[config.mk]
export PLATFORM = sky130hd
export DESIGN_NAME = flash_bus_decoder
export DESIGN_NICKNAME = d
export VERILOG_FILES = /design/src/rtl/flash_bus_pkg.sv /design/src/rtl/fbd_pin_sync.sv /design/src/rtl/fbd_op_decode.sv /design/src/rtl/fbd_write_capture.sv /design/src/rtl/fbd_read_path.sv /design/src/rtl/flash_bus_decoder.sv
export SDC_FILE = /design/constraint.sdc
export NUM_CORES = 1
export LEC_CHECK = 0
export BUFFER_PORTS_ARGS = -buffer_cell sky130_fd_sc_hd__buf_2
export CAP_MARGIN = 10
export CORE_AREA = 2 2 121 123
export CTS_CLUSTER_SIZE = 30
export DETAILED_ROUTE_END_ITERATION = 8
export DIE_AREA = 0 0 123 125
export PLACE_DENSITY_LB_ADDON = 0.12
export SYNTH_ARGS = -nofsm -noshare
export SYNTH_HDL_FRONTEND = slang
export SYNTH_HIERARCHICAL = 1
export SYNTH_SLANG_ARGS = --single-unit
[constraint.sdc]
create_clock -name clk -period 5.45 [get_ports clk]
set_clock_uncertainty 0.15 [all_clocks]
set_input_delay 0 -clock clk [delete_from_list [all_inputs] [get_ports clk]]
set_output_delay 0 -clock clk [all_outputs]
set_load 0.05 [all_outputs]
[src/rtl/flash_bus_pkg.sv]
`timescale 1ns/1ps
package flash_bus_pkg;

  typedef enum logic [2:0] {
    OP_RESET   = 3'd0,
    OP_STANDBY = 3'd1,
    OP_OUTDIS  = 3'd2,
    OP_READ    = 3'd3,
    OP_WRITE   = 3'd4
  } bus_op_e;

  typedef struct packed {
    logic ce_n;
    logic oe_n;
    logic we_n;
    logic hrst_n;
    logic word;
  } ctrl_s;

  localparam int CTRL_W = 5;
  localparam ctrl_s CTRL_IDLE = '{ce_n: 1'b1, oe_n: 1'b1, we_n: 1'b1, hrst_n: 1'b1, word: 1'b1};

  function automatic bus_op_e classify(ctrl_s c);
    if (!c.hrst_n)                return OP_RESET;
    else if (c.ce_n)              return OP_STANDBY;
    else if (!c.we_n && c.oe_n)   return OP_WRITE;
    else if (!c.oe_n && c.we_n)   return OP_READ;
    else                          return OP_OUTDIS;
  endfunction

endpackage

[src/rtl/fbd_pin_sync.sv]
`timescale 1ns/1ps
module fbd_pin_sync #(
  parameter int W = 8,
  parameter int STAGES = 2,
  parameter logic [W-1:0] RST_VAL = '0
) (
  input  logic         clk,
  input  logic         rst,
  input  logic [W-1:0] d,
  output logic [W-1:0] q
);
  localparam int LAST = STAGES - 1;

  logic [W-1:0] stg [STAGES];

  generate
    if (STAGES == 1) begin : g_single
      always_ff @(posedge clk) begin
        if (rst) stg[0] <= RST_VAL;
        else     stg[0] <= d;
      end
    end else begin : g_chain
      always_ff @(posedge clk) begin
        if (rst) begin
          for (int i = 0; i < STAGES; i++) stg[i] <= RST_VAL;
        end else begin
          stg[0] <= d;
          for (int i = 1; i < STAGES; i++) stg[i] <= stg[i-1];
        end
      end
    end
  endgenerate

  assign q = stg[LAST];
endmodule

[src/rtl/fbd_op_decode.sv]
`timescale 1ns/1ps
module fbd_op_decode
  import flash_bus_pkg::*;
(
  input  logic    clk,
  input  logic    rst,
  input  ctrl_s   s_ctrl,
  output bus_op_e op_now,
  output bus_op_e op_q
);
  assign op_now = classify(s_ctrl);

  always_ff @(posedge clk) begin
    if (rst) op_q <= OP_STANDBY;
    else     op_q <= op_now;
  end

  // a low reset pin sample always becomes a reset cycle
  p_reset_dominates_r5: assert property (@(posedge clk) disable iff (rst)
    !s_ctrl.hrst_n |=> op_q == OP_RESET);

  // a chip enable high sample with reset high is standby
  p_standby_class_r1: assert property (@(posedge clk) disable iff (rst)
    (s_ctrl.ce_n && s_ctrl.hrst_n) |=> op_q == OP_STANDBY);
endmodule

[src/rtl/fbd_write_capture.sv]
`timescale 1ns/1ps
module fbd_write_capture
  import flash_bus_pkg::*;
#(
  parameter int AW = 21,
  parameter int DQ_W = 16
) (
  input  logic            clk,
  input  logic            rst,
  input  bus_op_e         op_now,
  input  logic [AW-1:0]   s_addr,
  input  logic [DQ_W-1:0] s_dq,
  input  logic            s_word,
  output logic            cmd_wr,
  output logic [AW-1:0]   cmd_addr,
  output logic [DQ_W-1:0] cmd_data,
  output logic            cmd_lsb,
  output logic            cmd_byte
);
  localparam int HALF = DQ_W / 2;

  logic            wr_prev_q;
  logic [AW-1:0]   lat_addr;
  logic [DQ_W-1:0] lat_data;
  logic            lat_lsb;
  logic            lat_byte;
  logic            wr_end;
  logic [DQ_W-1:0] fmt_data;

  assign wr_end   = wr_prev_q && (op_now != OP_WRITE) && (op_now != OP_RESET);
  assign fmt_data = s_word ? s_dq : {{(DQ_W-HALF){1'b0}}, s_dq[HALF-1:0]};

  always_ff @(posedge clk) begin
    if (rst) begin
      wr_prev_q <= 1'b0;
      lat_addr  <= '0;
      lat_data  <= '0;
      lat_lsb   <= 1'b0;
      lat_byte  <= 1'b0;
    end else begin
      wr_prev_q <= (op_now == OP_WRITE);
      if (op_now == OP_WRITE) begin
        lat_addr <= s_addr;
        lat_data <= fmt_data;
        lat_lsb  <= !s_word && s_dq[DQ_W-1];
        lat_byte <= !s_word;
      end
    end
  end

  always_ff @(posedge clk) begin
    if (rst) begin
      cmd_wr   <= 1'b0;
      cmd_addr <= '0;
      cmd_data <= '0;
      cmd_lsb  <= 1'b0;
      cmd_byte <= 1'b0;
    end else begin
      cmd_wr <= wr_end;
      if (wr_end) begin
        cmd_addr <= lat_addr;
        cmd_data <= lat_data;
        cmd_lsb  <= lat_lsb;
        cmd_byte <= lat_byte;
      end
    end
  end

  // strobe lasts exactly one cycle
  p_strobe_single_r6: assert property (@(posedge clk) disable iff (rst)
    cmd_wr |=> !cmd_wr);

  // a strobe is always preceded by a write sample
  p_strobe_after_write_r6: assert property (@(posedge clk) disable iff (rst)
    cmd_wr |-> $past(wr_prev_q));

  // the byte-lane address bit is only reported for byte writes
  p_lsb_only_byte_r7: assert property (@(posedge clk) disable iff (rst)
    (cmd_wr && cmd_lsb) |-> cmd_byte);
endmodule

[src/rtl/fbd_read_path.sv]
`timescale 1ns/1ps
module fbd_read_path
  import flash_bus_pkg::*;
#(
  parameter int AW = 21,
  parameter int DQ_W = 16
) (
  input  logic            clk,
  input  logic            rst,
  input  bus_op_e         op_now,
  input  logic [AW-1:0]   s_addr,
  input  logic            s_word,
  input  logic            s_lsb,
  input  logic            read_array,
  input  logic [DQ_W-1:0] arr_rdata,
  input  logic [DQ_W-1:0] sm_rdata,
  output logic [AW-1:0]   arr_addr,
  output logic            arr_rd,
  output logic [DQ_W-1:0] dq_out,
  output logic [DQ_W-1:0] dq_oe
);
  localparam int HALF = DQ_W / 2;
  localparam logic [DQ_W-1:0] MASK_ALL  = '1;
  localparam logic [DQ_W-1:0] MASK_LOW  = {{(DQ_W-HALF){1'b0}}, {HALF{1'b1}}};

  logic byte1_q, lsb1_q;
  logic rd2_q, byte2_q, lsb2_q, rsel2_q;
  logic [DQ_W-1:0] word_sel;
  logic [HALF-1:0] lane_sel;

  // stage 1: request to the array
  always_ff @(posedge clk) begin
    if (rst) begin
      arr_addr <= '0;
      arr_rd   <= 1'b0;
      byte1_q  <= 1'b0;
      lsb1_q   <= 1'b0;
    end else begin
      arr_addr <= s_addr;
      arr_rd   <= (op_now == OP_READ);
      byte1_q  <= !s_word;
      lsb1_q   <= s_lsb;
    end
  end

  // stage 2: align with the array's registered read
  always_ff @(posedge clk) begin
    if (rst) begin
      rd2_q   <= 1'b0;
      byte2_q <= 1'b0;
      lsb2_q  <= 1'b0;
      rsel2_q <= 1'b1;
    end else begin
      rd2_q   <= arr_rd;
      byte2_q <= byte1_q;
      lsb2_q  <= lsb1_q;
      rsel2_q <= read_array;
    end
  end

  assign word_sel = rsel2_q ? arr_rdata : sm_rdata;
  assign lane_sel = lsb2_q ? word_sel[DQ_W-1:HALF] : word_sel[HALF-1:0];

  // stage 3: registered bus drive
  always_ff @(posedge clk) begin
    if (rst || !rd2_q) begin
      dq_out <= '0;
      dq_oe  <= '0;
    end else if (byte2_q) begin
      dq_out <= {{(DQ_W-HALF){1'b0}}, lane_sel};
      dq_oe  <= MASK_LOW;
    end else begin
      dq_out <= word_sel;
      dq_oe  <= MASK_ALL;
    end
  end

  // lanes are driven only when a read reached stage 2
  p_drive_needs_read_r4: assert property (@(posedge clk) disable iff (rst)
    (dq_oe != '0) |-> $past(rd2_q));

  // only the whole bus, the low half or nothing is enabled
  p_oe_pattern_r2: assert property (@(posedge clk) disable iff (rst)
    (dq_oe == '0) || (dq_oe == MASK_ALL) || (dq_oe == MASK_LOW));

  // the low-half pattern comes from a byte-mode sample
  p_low_half_is_byte_r3: assert property (@(posedge clk) disable iff (rst)
    (dq_oe == MASK_LOW) |-> $past(byte2_q));
endmodule

[src/rtl/flash_bus_decoder.sv]
`timescale 1ns/1ps
module flash_bus_decoder
  import flash_bus_pkg::*;
#(
  parameter int AW = 21,
  parameter int DQ_W = 16,
  parameter int SYNC_STAGES = 2
) (
  input  logic            clk,
  input  logic            rst,
  input  logic            pin_ce_n,
  input  logic            pin_oe_n,
  input  logic            pin_we_n,
  input  logic            pin_reset_n,
  input  logic            pin_word,
  input  logic [AW-1:0]   pin_addr,
  input  logic [DQ_W-1:0] dq_in,
  output logic [DQ_W-1:0] dq_out,
  output logic [DQ_W-1:0] dq_oe,
  output logic [2:0]      bus_op,
  output logic [AW-1:0]   arr_addr,
  output logic            arr_rd,
  input  logic [DQ_W-1:0] arr_rdata,
  input  logic [DQ_W-1:0] sm_rdata,
  input  logic            sm_read_array,
  output logic            cmd_wr,
  output logic [AW-1:0]   cmd_addr,
  output logic [DQ_W-1:0] cmd_data,
  output logic            cmd_lsb,
  output logic            cmd_byte
);
  localparam int PIN_W = CTRL_W + AW + DQ_W;
  localparam logic [PIN_W-1:0] PIN_IDLE = {CTRL_IDLE, {AW{1'b0}}, {DQ_W{1'b0}}};

  ctrl_s           raw_ctrl, s_ctrl;
  logic [PIN_W-1:0] raw_pins, s_pins;
  logic [AW-1:0]   s_addr;
  logic [DQ_W-1:0] s_dq;
  bus_op_e         op_now, op_q;
  logic            read_array_q;

  assign raw_ctrl = '{ce_n: pin_ce_n, oe_n: pin_oe_n, we_n: pin_we_n,
                      hrst_n: pin_reset_n, word: pin_word};
  assign raw_pins = {raw_ctrl, pin_addr, dq_in};

  fbd_pin_sync #(.W(PIN_W), .STAGES(SYNC_STAGES), .RST_VAL(PIN_IDLE)) i_sync (
    .clk (clk), .rst (rst), .d (raw_pins), .q (s_pins)
  );

  assign s_ctrl = s_pins[PIN_W-1 -: CTRL_W];
  assign s_addr = s_pins[DQ_W +: AW];
  assign s_dq   = s_pins[DQ_W-1:0];

  fbd_op_decode i_dec (
    .clk (clk), .rst (rst), .s_ctrl (s_ctrl), .op_now (op_now), .op_q (op_q)
  );

  assign bus_op = op_q;

  fbd_write_capture #(.AW(AW), .DQ_W(DQ_W)) i_wcap (
    .clk (clk), .rst (rst), .op_now (op_now), .s_addr (s_addr), .s_dq (s_dq),
    .s_word (s_ctrl.word), .cmd_wr (cmd_wr), .cmd_addr (cmd_addr),
    .cmd_data (cmd_data), .cmd_lsb (cmd_lsb), .cmd_byte (cmd_byte)
  );

  // read-array mode: reset cycle > command strobe > sequencer request
  always_ff @(posedge clk) begin
    if (rst)                        read_array_q <= 1'b1;
    else if (op_now == OP_RESET)    read_array_q <= 1'b1;
    else if (cmd_wr)                read_array_q <= 1'b0;
    else if (sm_read_array)         read_array_q <= 1'b1;
  end

  fbd_read_path #(.AW(AW), .DQ_W(DQ_W)) i_rd (
    .clk (clk), .rst (rst), .op_now (op_now), .s_addr (s_addr),
    .s_word (s_ctrl.word), .s_lsb (s_dq[DQ_W-1]), .read_array (read_array_q),
    .arr_rdata (arr_rdata), .sm_rdata (sm_rdata), .arr_addr (arr_addr),
    .arr_rd (arr_rd), .dq_out (dq_out), .dq_oe (dq_oe)
  );

  // mode is only entered through reset, a reset cycle or the sequencer
  p_mode_set_cause_r8: assert property (@(posedge clk) disable iff (rst)
    $rose(read_array_q) |-> $past(rst || op_now == OP_RESET || sm_read_array));

  // a strobe leaves read-array mode unless a reset cycle intervenes
  p_mode_cleared_r8: assert property (@(posedge clk) disable iff (rst)
    (cmd_wr && op_now != OP_RESET) |=> !read_array_q);

  // array request matches the reported read class
  p_req_matches_op_r10: assert property (@(posedge clk) disable iff (rst)
    arr_rd == (bus_op == 3'd3));
endmodule

Word-level counts from Yosys, hierarchy flattened
Memory sizes are Yosys's and may differ from the RTL's.
Cells that the tools add are included.
W data, S select, Z words.

word-level totals
  register bits = 144
  memory bits (writable) = 84
  bits of input ports = 77
  output and inout bits = 97
  word-level logic and storage cells = 60
  memories kept = 1

memories
  name        words  bits a word  rd ports  clocked after memory_dff  write ports  line                RTL
  i_sync.stg  2      42           2         0                         2            fbd_pin_sync.sv:14  logic [W-1:0] stg [STAGES];

cells by class
  equal/unequal tests = 3
  mux-type cells = 16
  bitwise logic cells = 2
  reductions and logical operators = 15

operators by type and width
  operator              number
  $mux W42              2
  $mux W16              3
  $mux W8               2
  $mux W3               3
  $mux W1               6
  $logic_and A1 B1 Y1   5
  $logic_not A1 Y1      4
  $reduce_or A2 Y1      2
  $eq A3 B2 Y1 const B  1
  $eq A3 B3 Y1 const B  1
  $logic_not A3 Y1      1
  $ne A3 B3 Y1 const B  1
  $reduce_bool A3 Y1    1
  $or A1 B1 Y1          2
  $reduce_bool A2 Y1    1
  $logic_or A1 B1 Y1    1

Longest topological paths before layout
Gate-level depths: netlist (run 1).
An unclocked memory read counts as a cell.

  depth in word-level cells = 10
  gate-level depth with buffers = 6
  mapped depth without buffers = 4

By module
The synthesis (run 1) kept the hierarchy.

by module, submodules not included
  module             times used  cells each  area an instance (µm²)  sequential area each (µm²)
  fbd_write_capture  1           302         3328.2                  1601.5
  fbd_pin_sync       1           219         2576.2                  1681.6
  fbd_read_path      1           133         1546.5                  920.9
  fbd_op_decode      1           14          143.9                   60.1
  flash_bus_decoder  1           4           40.0                    20.0

Worst setup path before layout (run 1)
No wires, ideal clock.

  path kind = register to register
  start = mem i_sync/stg[0][83] (netlist bit)
  end = reg i_wcap.lat_addr[0]
  arrival time = 1.506 ns
  required time = 5.228 ns
  slack = 3.723 ns
  stages on the path, launching flop included = 7
  path through = dfxtp_1 buf_4 nand2b_4 nor3b_2 nor3b_4 buf_8 mux2i_1

RTL lines
  what                  line                     RTL
  start, declared       fbd_pin_sync.sv:14
  end signal, assigned  fbd_write_capture.sv:43  lat_addr <= s_addr;
  end, declared         fbd_write_capture.sv:23  logic [AW-1:0] lat_addr;

Worst setup path after layout (run 1)
  start = reg i_rd.rsel2_q
  end = reg i_rd.dq_out[3]

on the way
  word-level cells in the longest chain between the ends = 3

RTL lines
  what                    line                 RTL
  start, declared         fbd_read_path.sv:27  logic rd2_q, byte2_q, lsb2_q, rsel2_q;
  start signal, assigned  fbd_read_path.sv:57  rsel2_q <= read_array;
  $mux W16 (*)            fbd_read_path.sv:61  assign word_sel = rsel2_q ? arr_rdata : sm_rdata;
  $mux W8                 fbd_read_path.sv:62  assign lane_sel = lsb2_q ? word_sel[DQ_W-1:HALF] : word_sel[HALF-1:0];
  $mux W8 (*)             fbd_read_path.sv:69  end else if (byte2_q) begin
  end signal, assigned    fbd_read_path.sv:70  dq_out <= {{(DQ_W-HALF){1'b0}}, lane_sel};
  end signal, assigned    fbd_read_path.sv:73  dq_out <= word_sel;
  end, declared           fbd_read_path.sv:19  output logic [DQ_W-1:0] dq_out,

Every way passes the cells marked *; elsewhere a longest branch is shown, timed or not.
A chain may end at the register's enable or synchronous reset.

==> flow_metrics.env, run 1 <==
export IMPL_htreeDepth=1
export IMPL_synth_compound_area_share_pct=1.31
export IMPL_grt_usage_pct=18.1
export IMPL_pre_cts_ws_ps=3020
export IMPL_post_synth_num_cell_types=31
export IMPL_ctsHoldBuffers=100
export IMPL_startpoint="i_rd/rsel2_q"
export IMPL_tightest_slew_ps=926
export IMPL_crit_arrival_ps=2910
export IMPL_synth_ff_latch_count=214
export IMPL_netlist_instances=672
export IMPL_hp_class="in -> reg"
export IMPL_cts_made_buffers=22
export IMPL_critPathSlowestCell="dfxtp_1"
export IMPL_hold_viol=0
export IMPL_fin_util_pct=69.4
export IMPL_synthAdderAreaFrac_pct=0
export IMPL_cap_violations=0
export IMPL_cpMostUsedCell="dlygate4sd3_1"
export IMPL_max_freq_mhz=372
export IMPL_top_layer_used="met4"
export IMPL_power_mw=3.36
export IMPL_drv_slew=0
export IMPL_multi_input_area_um2=2660
export IMPL_r2r_cells=4
export IMPL_grt_pass1_vias=4745
export IMPL_grt_max_degree=146
export IMPL_p_leak_nw=4.46
export IMPL_core_um2=14200
export IMPL_rsz0062_at_grt="false"
export IMPL_r2r_slack_ps=2760
export IMPL_hpwlAfterDp_um=8560
export IMPL_wirelength_um=14300
export IMPL_drt_iter0_drc=175
export IMPL_io_pins=174
export IMPL_num_fill_cells=1029
export IMPL_start_util_pct=53.8
export IMPL_setup_ws_ps=2760
export IMPL_nets=956
export IMPL_ir_drop_uv=273
export IMPL_outcome="finished clean"
export IMPL_met3WireLength_um=961
export IMPL_grt_pass1_wl_um=22400
export IMPL_yosysSeqAreaShare_pct=56.1
export IMPL_syn_nets=749
export IMPL_fp_dieH_um=125
export IMPL_cts_max_path_buffers=3
export IMPL_cts_resized=0
export IMPL_viasPerCell=4.50
export IMPL_cts_tree="yes"
export IMPL_clkSlewWorstSetupHoldPaths_ps=60
export IMPL_area_growth_syn_to_layout_pct=29.2
export IMPL_worst_setup_path_start_kind="flip-flop"
export IMPL_syn_cell_area_um2=7630
export IMPL_ant_nets=0
export IMPL_final_area_um2=9860
export IMPL_cts_root_buffer="clkbuf_16"
export IMPL_synth_top_family_by_area="simple AND/OR/NAND/NOR gates"
export IMPL_met2_length_um=6970
export IMPL_die_w_um=123
export IMPL_fin_tns_setup_ps=0
export IMPL_diodes=0
export IMPL_synth_simple_area_share_pct=21.1
export IMPL_hold_path_startpoint="pin_word"
export IMPL_timing_rr_start="i_rd/rsel2_q"
export IMPL_dr_pass1_iters=4
export IMPL_clk_latency_ps=490
export IMPL_seqCellArea_um2=4280
export IMPL_placed_area_um2=8080
export IMPL_end_kind="flip-flop"
export IMPL_vias=4850
export IMPL_worstPathMaxFanout=16
export IMPL_yosys_warnings=6
export IMPL_power_density_nw_per_um2=341
export IMPL_place_inst=939
export IMPL_cts_num_sinks=214
export IMPL_syn_avg_cell_area_um2=11.4
export IMPL_instances_no_fill=1078
export IMPL_drc_errors=0
export IMPL_routedWlPerCell_um=13.3
export IMPL_slowest_delay_ps=930
export IMPL_io_buffers=173
export IMPL_slew_headroom_pct=38.2
export IMPL_overflow=0
export IMPL_drive_gt1_share_pct=24.9
export IMPL_fin_crit_sh_pct=49.3
export IMPL_setup_viol=0
export IMPL_fin_crit_ps=2690
export IMPL_dieArea_um2=15400
export IMPL_place_gp_congestion=0.736
export IMPL_fin_hold_ws_ps=68.7
export IMPL_crit_type="reg -> reg"
export IMPL_wl_met1_um=6150
export IMPL_synthXorXnorAreaFrac_pct=0
export IMPL_post_cts_setup_buffers=0
export IMPL_path_cells="mux2i_1 > dlygate4sd3_1 > o22ai_1 > dlygate4sd3_1"
export IMPL_worstHoldPathCells=3
export IMPL_antenna_found_initial=0
export IMPL_synth_mux_area_share_pct=12.3
export IMPL_cp_data_required_time_ps=5680
export IMPL_row_count=44
[cell families (layout without fill, tap and decap cells)]
family / after synthesis / count (layout)
buffers and inverters: 95 / 317
AOI/OAI and AO/OA: 15 / 15
DFF: 214 / 214
and+or+nand+nor: 254 / 254
muxes: 94 / 94
[synth_stat cells]
library cell	instances	share of area [%]
nor2_1	11	0.54
nor2b_2	2	0.23
buf_2	12	0.79
o22ai_1	8	0.66
nand2_1	4	0.20
or3b_2	1	0.11
dfxtp_1	214	56
nand2b_1	108	8.8
nor3b_2	2	0.33
o21ai_2	1	0.11
nor3b_4	1	0.25
buf_4	57	5.6
nand3b_1	8	0.79
o21a_1	2	0.20
nand2b_4	1	0.18
nand3_2	1	0.13
nor3_1	2	0.13
or2_2	2	0.16
nor2b_4	1	0.18
buf_6	7	1.0
o311ai_1	1	0.11
inv_1	2	0.098
a21oi_1	1	0.065
nor2b_1	100	8.2
mux2i_1	94	12
buf_8	4	0.79
o21ai_1	1	0.065
buf_12	1	0.26
or2_1	10	0.82
o21bai_1	1	0.098
clkbuf_1	12	0.59
[report_power, final]
part,switching [mW],internal [mW]
combinational,0.0792,0.106
sequential,0.0118,1.60
clock,0.572,0.994
total,0.663,2.70
[flip-flops by register name, indices dropped and copies added (netlist names)]
| signal | flops |
|---|---|
| i_wcap/wr_prev_q | 1 |
| i_sync/stg | 84 |
| i_rd/byte2_q | 1 |
| i_rd/arr_rd | 1 |
| i_wcap/lat_lsb | 1 |
| i_rd/lsb1_q | 1 |
| i_wcap/lat_byte | 1 |
| i_wcap/cmd_wr | 1 |
| i_wcap/cmd_addr | 21 |
| read_array_q | 1 |
| i_wcap/cmd_byte | 1 |
| i_rd/byte1_q | 1 |
| i_rd/rd2_q | 1 |
| i_wcap/cmd_data | 16 |
| i_rd/rsel2_q | 1 |
| i_wcap/cmd_lsb | 1 |
| i_rd/dq_out | 16 |
| i_dec/op_q | 3 |
| i_rd/lsb2_q | 1 |
| i_wcap/lat_data | 16 |
| i_wcap/lat_addr | 21 |
| i_rd/arr_addr | 21 |
| i_rd/dq_oe | 2 |
[final timing paths]
path                            end
hold reg to reg   i_sync/stg[0][79]
setup reg to reg     i_rd/dq_out[3]
setup / recovery     i_rd/dq_out[3]
hold / removal    i_sync/stg[0][37]
[worst max-delay path: cells and delay by family, from the launching register on]
family,cells,cell delay (ps)
mux,1,290
compound gates,1,60
flops,1,930
buf+inv,2,1140
[area by class of cell]
type / instances / area share (%)
Inverter: 2 / 0.0761
Timing Repair Buffer: 276 / 19.2
Sequential cell: 214 / 43.4
Clock inverter: 6 / 1.13
Clock buffer: 33 / 6.83
Multi-Input combinational cell: 363 / 27.0
Tap cell: 184 / 2.33
[cells in the final DEF (no fill, tap or decap)]
cell           Yosys  layout
nor2_1            11      11
clkbuf_8           0       6
nor3b_2            2       2
or2_1             10      10
nand2b_1         108     108
mux2i_1           94      94
buf_4             57       3
clkinv_4           0       1
dfxtp_1          214     214
clkinv_2           0       1
clkbuf_1          12       4
nor2b_1          100     100
o21ai_4            0       1
dlygate4sd3_1      0     100
nand3b_1           8       8
inv_1              2       2
clkinvlp_4         0       1
o21bai_1           1       1
bufinv_16          0       3
or3b_2             1       1
nor2b_2            2       2
nor3b_4            1       1
nand2_1            4       4
o21a_1             2       2
o311ai_1           1       1
nand3_2            1       1
buf_6              7       1
or2_2              2       2
o22ai_1            8       8
o21ai_1            1       1
buf_2             12     172
a21oi_1            1       1
nor2b_4            1       1
nand2b_4           1       1
clkbuf_16          0      23
nor3_1             2       2
[routing by layer]
layer  vias up  GRT usage [%]
met1      2178           21.5
met5         -              0
li1       2510              -
met2       142           32.7
met3        20           3.56
met4         0           5.21
(Power assumes the default switching activity.)
==> inputs of run 2 (changes only) <==
--- a/config.mk
+++ b/config.mk
@@ -7,10 +7,10 @@
 export LEC_CHECK = 0
 export BUFFER_PORTS_ARGS = -buffer_cell sky130_fd_sc_hd__buf_2
 export CAP_MARGIN = 10
-export CORE_AREA = 2 2 121 123
+export CORE_AREA = 2 2 130 132
 export CTS_CLUSTER_SIZE = 30
 export DETAILED_ROUTE_END_ITERATION = 8
-export DIE_AREA = 0 0 123 125
+export DIE_AREA = 0 0 132 134
 export PLACE_DENSITY_LB_ADDON = 0.12
 export SYNTH_ARGS = -nofsm -noshare
 export SYNTH_HDL_FRONTEND = slang
==> constraint.sdc (replaced) <==
create_clock -name clk -period 2.3 [get_ports clk]
set_clock_uncertainty 0.15 [all_clocks]
set_input_delay 0 -clock clk [delete_from_list [all_inputs] [get_ports clk]]
set_output_delay 0 -clock clk [all_outputs]
set_load 0.05 [all_outputs]
==> run 2 against run 1 <==
Flip-flop and latch count unchanged. Critical path depth increased by 1. Worst setup slack got worse by 2700 ps. Routed wire length increased by 3.5%. Via count increased by 2.0%. Die area increased by 15%. Hold slack improved by 2.8 ps. Power increased by 140%. First-iteration DRC count decreased by 6.3%. Critical endpoint is now i_rd/dq_out[4].
==> flow_metrics.env, run 2 (synthesis results as in run 1) <==
export IMPL_grt_pass1_vias=5114
export IMPL_fin_crit_sh_pct=96.6
export IMPL_cts_tree="yes"
export IMPL_nets=960
export IMPL_io_pins=174
export IMPL_hold_end="i_sync/stg[0][41]"
export IMPL_io_buffers=173
export IMPL_max_freq_mhz=450
export IMPL_dieArea_um2=17700
export IMPL_final_common_cell="dfxtp_1"
export IMPL_vias=4949
export IMPL_core_um2=16300
export IMPL_crit_arrival_ps=2440
export IMPL_setup_viol=0
export IMPL_ant_nets=0
export IMPL_clk_latency_ps=500
export IMPL_num_fill_cells=1347
export IMPL_met3WireLength_um=820
export IMPL_mostFrequentLayoutCells="214 x dfxtp_1, 172 x buf_2, 108 x nand2b_1"
export IMPL_drv_slew=0
export IMPL_rr_endpoint="i_rd/dq_out[4]"
export IMPL_drt_iter0_drc=164
export IMPL_cts_root_buffer="clkbuf_16"
export IMPL_r2r_slack_ps=80
export IMPL_top_layer_used="met4"
export IMPL_slew_headroom_pct=47.8
export IMPL_cpMostUsedCell="dlygate4sd3_1"
export IMPL_cts_max_path_buffers=3
export IMPL_area_growth_syn_to_layout_pct=31.1
export IMPL_ir_drop_uv=470
export IMPL_power_density_nw_per_um2=809
export IMPL_wirelength_um=14800
export IMPL_drive_gt1_share_pct=25.8
export IMPL_htreeDepth=1
export IMPL_fin_tns_setup_ps=0
export IMPL_seqCellArea_um2=4280
export IMPL_slowest_delay_ps=570
export IMPL_post_cts_setup_buffers=0
export IMPL_worstPathMaxFanout=16
export IMPL_fp_dieH_um=134
export IMPL_antenna_found_initial=0
export IMPL_critPathSlowestCell="dlygate4sd3_1"
export IMPL_row_count=47
export IMPL_grt_max_degree=127
export IMPL_cp_data_required_time_ps=2520
export IMPL_start_util_pct=46.9
export IMPL_drc_errors=0
export IMPL_r2r_cells=5
export IMPL_multi_input_area_um2=2660
export IMPL_die_w_um=132
export IMPL_largest_reg_flops=84
export IMPL_dr_pass1_iters=4
export IMPL_routedWlPerCell_um=13.3
export IMPL_outcome="finished clean"
export IMPL_p_leak_nw=4.51
export IMPL_regMostFlops="i_sync/stg"
export IMPL_grt_pass1_wl_um=24300
export IMPL_path_cells="buf_8 > mux2i_1 > dlygate4sd3_1 > o22ai_1 > dlygate4sd3_1"
export IMPL_hpwlAfterDp_um=8780
export IMPL_worst_setup_path_start_kind="flip-flop"
export IMPL_grt_usage_pct=16.6
export IMPL_clkSlewWorstSetupHoldPaths_ps=60
export IMPL_place_gp_congestion=0.800
export IMPL_cts_made_buffers=23
export IMPL_hold_viol=0
export IMPL_fin_crit_ps=2220
export IMPL_met2_length_um=7020
export IMPL_diodes=0
export IMPL_hold_path_startpoint="pin_ce_n"
export IMPL_cts_num_sinks=214
export IMPL_cap_violations=0
export IMPL_timing_rr_start="i_rd/rsel2_q"
export IMPL_viasPerCell=4.42
export IMPL_power_mw=8.10
export IMPL_crit_type="reg -> reg"
export IMPL_wl_met1_um=6660
export IMPL_hp_class="in -> reg"
export IMPL_tightest_slew_ps=783
export IMPL_fin_hold_ws_ps=71.5
export IMPL_end_kind="flip-flop"
export IMPL_overflow=0
export IMPL_worstHoldPathCells=3
export IMPL_rsz0062_at_grt="false"
[run 2: how the worst max path moves through the flow]
stage	startpoint	end	slack [ps]	depth (start not counted)
after global routing	i_rd/rsel2_q	i_rd/dq_out[4]	8	5
after detailed placement	i_sync/stg[0][80]	i_wcap/cmd_addr[19]	310	4
after floorplan	i_sync/stg[0][83]	i_wcap/lat_addr[0]	570	6
after CTS	i_rd/rsel2_q	i_rd/dq_out[4]	50	5
final	i_rd/rsel2_q	i_rd/dq_out[4]	80	5
after global placement	i_sync/stg[0][80]	i_wcap/cmd_addr[13]	460	4
[run 2: critical path: cells and delay by family (launching register included)]
family | cells | cell delay, ps
flip-flops | 1 | 340
buffers and inverters | 3 | 1340
multiplexers | 1 | 200
AO/OA/AOI/OAI | 1 | 70
[run 2: metal layers]
metal	up-vias	GRT usage, %
met1	2273	20.4
met4	0	5.25
met3	29	4.27
met5	-	0
li1	2509	-
met2	138	28.6
[run 2: area by class of cell]
| cell class | instances | share of cell area [%] |
|---|---|---|
| Clock inverter | 11 | 1.43 |
| Sequential cell | 214 | 42.8 |
| Timing Repair Buffer | 279 | 19.6 |
| Multi-Input combinational cell | 363 | 26.6 |
| Tap cell | 220 | 2.75 |
| Inverter | 2 | 0.0750 |
| Clock buffer | 31 | 6.75 |
[run 2: stage by stage]
step | instance area, µm² | utilization, % | setup slack, ps | instances
2_1_floorplan | 7630 | - | 573 | 672
4_1_cts | 10000 | 61.4 | 51.2 | 1120
6_report | 10000 | 61.4 | 78.3 | 1120
3_3_place_gp | 8180 | 50.2 | 464 | 978
5_1_grt | 10000 | 61.4 | 7.69 | 1120
3_5_place_dp | 8180 | 50.2 | 313 | 978
[run 2: what timing repair did]
action	in CTS	in global routing
hold buffers	100	0
endpoints found under the setup margin	0	2
hold endpoints to repair	93	0
resized for setup	0	2
[run 2: power breakdown]
group	leakage (nW)	switching, mW	internal, mW
clock	0.402	1.43	2.40
combinational	2.37	0.191	0.257
sequential	1.74	0.0289	3.79
total	4.51	1.65	6.45
==> inputs of run 3 (changes only) <==
--- a/config.mk
+++ b/config.mk
@@ -7,10 +7,10 @@
 export LEC_CHECK = 0
 export BUFFER_PORTS_ARGS = -buffer_cell sky130_fd_sc_hd__buf_2
 export CAP_MARGIN = 10
-export CORE_AREA = 2 2 130 132
+export CORE_AREA = 2 2 121 123
 export CTS_CLUSTER_SIZE = 30
 export DETAILED_ROUTE_END_ITERATION = 8
-export DIE_AREA = 0 0 132 134
+export DIE_AREA = 0 0 123 125
 export PLACE_DENSITY_LB_ADDON = 0.12
 export SYNTH_ARGS = -nofsm -noshare
 export SYNTH_HDL_FRONTEND = slang
==> constraint.sdc (replaced) <==
create_clock -name clk -period 2.7 [get_ports clk]
set_clock_uncertainty 0.15 [all_clocks]
set_input_delay 0 -clock clk [delete_from_list [all_inputs] [get_ports clk]]
set_output_delay 0 -clock clk [all_outputs]
set_load 0.05 [all_outputs]
==> run 3 against run 2 <==
Flip-flop and latch count unchanged. Global-route usage increased by 2.2 points. Count of clock-buffer cells in the layout decreased by 3.
==> flow_metrics.env, run 3 (synthesis results as in run 1) <==
export IMPL_outcome="finished clean"
export IMPL_tightest_slew_ps=532
export IMPL_dieArea_um2=15400
export IMPL_cpMostUsedCell="dlygate4sd3_1"
export IMPL_largest_reg_flops=84
export IMPL_r2r_slack_ps=340
export IMPL_cp_data_required_time_ps=2910
export IMPL_worst_setup_path_start_kind="flip-flop"
export IMPL_max_freq_mhz=424
export IMPL_cts_root_buffer="clkbuf_16"
export IMPL_viasPerCell=4.58
export IMPL_mostFrequentLayoutCells="213 x dfxtp_1, 172 x buf_2, 108 x nand2b_1"
export IMPL_fin_crit_ps=2360
export IMPL_fin_hold_ws_ps=115
export IMPL_fin_util_pct=69.0
export IMPL_rsz0062_at_grt="false"
export IMPL_grt_usage_pct=18.8
export IMPL_cts_max_path_buffers=3
export IMPL_fp_dieH_um=125
export IMPL_crit_arrival_ps=2570
export IMPL_routedWlPerCell_um=13.6
export IMPL_p_leak_nw=4.44
export IMPL_diodes=0
export IMPL_area_growth_syn_to_layout_pct=28.4
export IMPL_regMostFlops="i_sync/stg"
export IMPL_row_count=44
export IMPL_nets=965
export IMPL_cts_num_sinks=214
export IMPL_wirelength_um=14700
export IMPL_worstPathMaxFanout=16
export IMPL_die_w_um=123
export IMPL_ir_drop_uv=649
export IMPL_cap_violations=0
export IMPL_hold_end="i_sync/stg[0][31]"
export IMPL_path_cells="mux2i_1 > dlygate4sd3_1 > o22ai_1 > dlygate4sd3_1"
export IMPL_rr_endpoint="i_rd/dq_out[7]"
export IMPL_hpwlAfterDp_um=8780
export IMPL_num_fill_cells=1072
export IMPL_placed_area_um2=8120
export IMPL_hold_path_startpoint="pin_addr[15]"
export IMPL_slew_headroom_pct=64.4
export IMPL_cts_made_buffers=21
export IMPL_core_um2=14200
export IMPL_drc_errors=0
export IMPL_crit_type="reg -> reg"
export IMPL_start_util_pct=53.8
export IMPL_antenna_found_initial=0
export IMPL_overflow=0
export IMPL_slowest_delay_ps=630
export IMPL_multi_input_area_um2=2660
export IMPL_cts_tree="yes"
export IMPL_worstHoldPathCells=3
export IMPL_grt_pass1_vias=5042
export IMPL_r2r_cells=4
export IMPL_final_common_cell="dfxtp_1"
export IMPL_hp_class="in -> reg"
export IMPL_drt_iter0_drc=199
export IMPL_vias=4944
export IMPL_drv_slew=0
export IMPL_dr_pass1_iters=4
export IMPL_grt_pass1_wl_um=23600
export IMPL_final_area_um2=9800
export IMPL_ant_nets=0
export IMPL_grt_max_degree=101
export IMPL_power_density_nw_per_um2=636
export IMPL_end_kind="flip-flop"
export IMPL_drive_gt1_share_pct=24.6
export IMPL_critPathSlowestCell="dfxtp_2"
export IMPL_fin_tns_setup_ps=0
export IMPL_hold_viol=0
export IMPL_fin_crit_sh_pct=87.3
export IMPL_post_cts_setup_buffers=0
export IMPL_htreeDepth=1
export IMPL_seqCellArea_um2=4290
export IMPL_clkSlewWorstSetupHoldPaths_ps=60
export IMPL_io_pins=174
export IMPL_setup_viol=0
export IMPL_clk_latency_ps=470
export IMPL_io_buffers=173
export IMPL_timing_rr_start="i_rd/rsel2_q"
export IMPL_place_gp_congestion=0.743
[run 3: cell types whose count changed in the layout (fill, tap and decap cells not counted), moves of 2 or more]
cell / before / now
clkbuf_16: 23 / 21
clkinvlp_4: 2 / 0
bufinv_16: 3 / 0
buf_4: 2 / 4
dlygate4sd3_1: 100 / 107
clkbuf_1: 1 / 3
clkbuf_8: 7 / 4
[run 3: worst max path at each step]
stage	startpoint	end	slack [ps]	depth (start not counted)
after floorplan	i_sync/stg[0][83]	i_wcap/lat_addr[0]	970	6
after global placement	i_sync/stg[0][82]	i_wcap/cmd_addr[13]	900	4
after detailed placement	i_sync/stg[0][82]	i_wcap/cmd_addr[16]	790	4
after CTS	i_rd/rsel2_q	i_rd/dq_out[0]	90	4
after global routing	i_rd/rsel2_q	i_rd/dq_out[7]	260	4
final	i_rd/rsel2_q	i_rd/dq_out[7]	340	4
[run 3: where the power goes]
part | leakage [nW] | internal [mW] | switching [mW] | total, mW
combinational | 2.39 | 0.223 | 0.166 | 0.389
sequential | 1.74 | 3.23 | 0.0232 | 3.25
clock | 0.303 | 1.52 | 1.08 | 2.59
total | 4.44 | 4.97 | 1.27 | 6.23
[run 3: what timing repair did]
action	in CTS	in global routing
gates resized for setup	0	1
endpoints found under the setup margin	0	4
hold buffers	107	0
hold endpoints to repair	99	0
[run 3: critical path, delay by kind of cell (launching register included)]
family,cells,cell delay [ps]
AO/OA/AOI/OAI,1,70
flip-flops,1,630
buffers and inverters,2,1140
multiplexers,1,250
[run 3: metal layers]
layer,share of wire [%],GRT usage (%),vias up
met5,0,0,-
li1,-,-,2517
met2,50,34.3,145
met4,1.7,5.21,0
met3,6.5,3.83,19
met1,42,22.1,2263
[run 3: cell type report]
| cell class | count | area share, % |
|---|---|---|
| Clock inverter | 3 | 0.153 |
| Inverter | 2 | 0.0766 |
| Sequential cell | 214 | 43.7 |
| Tap cell | 184 | 2.35 |
| Timing Repair Buffer | 286 | 20.5 |
| Clock buffer | 28 | 6.04 |
| Multi-Input combinational cell | 363 | 27.1 |
[run 3: per-stage QoR]
| stage | total power, mW | setup WS, ps | instances |
|---|---|---|---|
| after CTS | 6.30 | 92.0 | 1080 |
| after global routing | 6.48 | 263 | 1080 |
| after global placement | 3.58 | 900 | 942 |
| after floorplan | 3.53 | 973 | 672 |
| after detailed placement | 3.59 | 791 | 942 |
| final | 6.23 | 342 | 1080 |
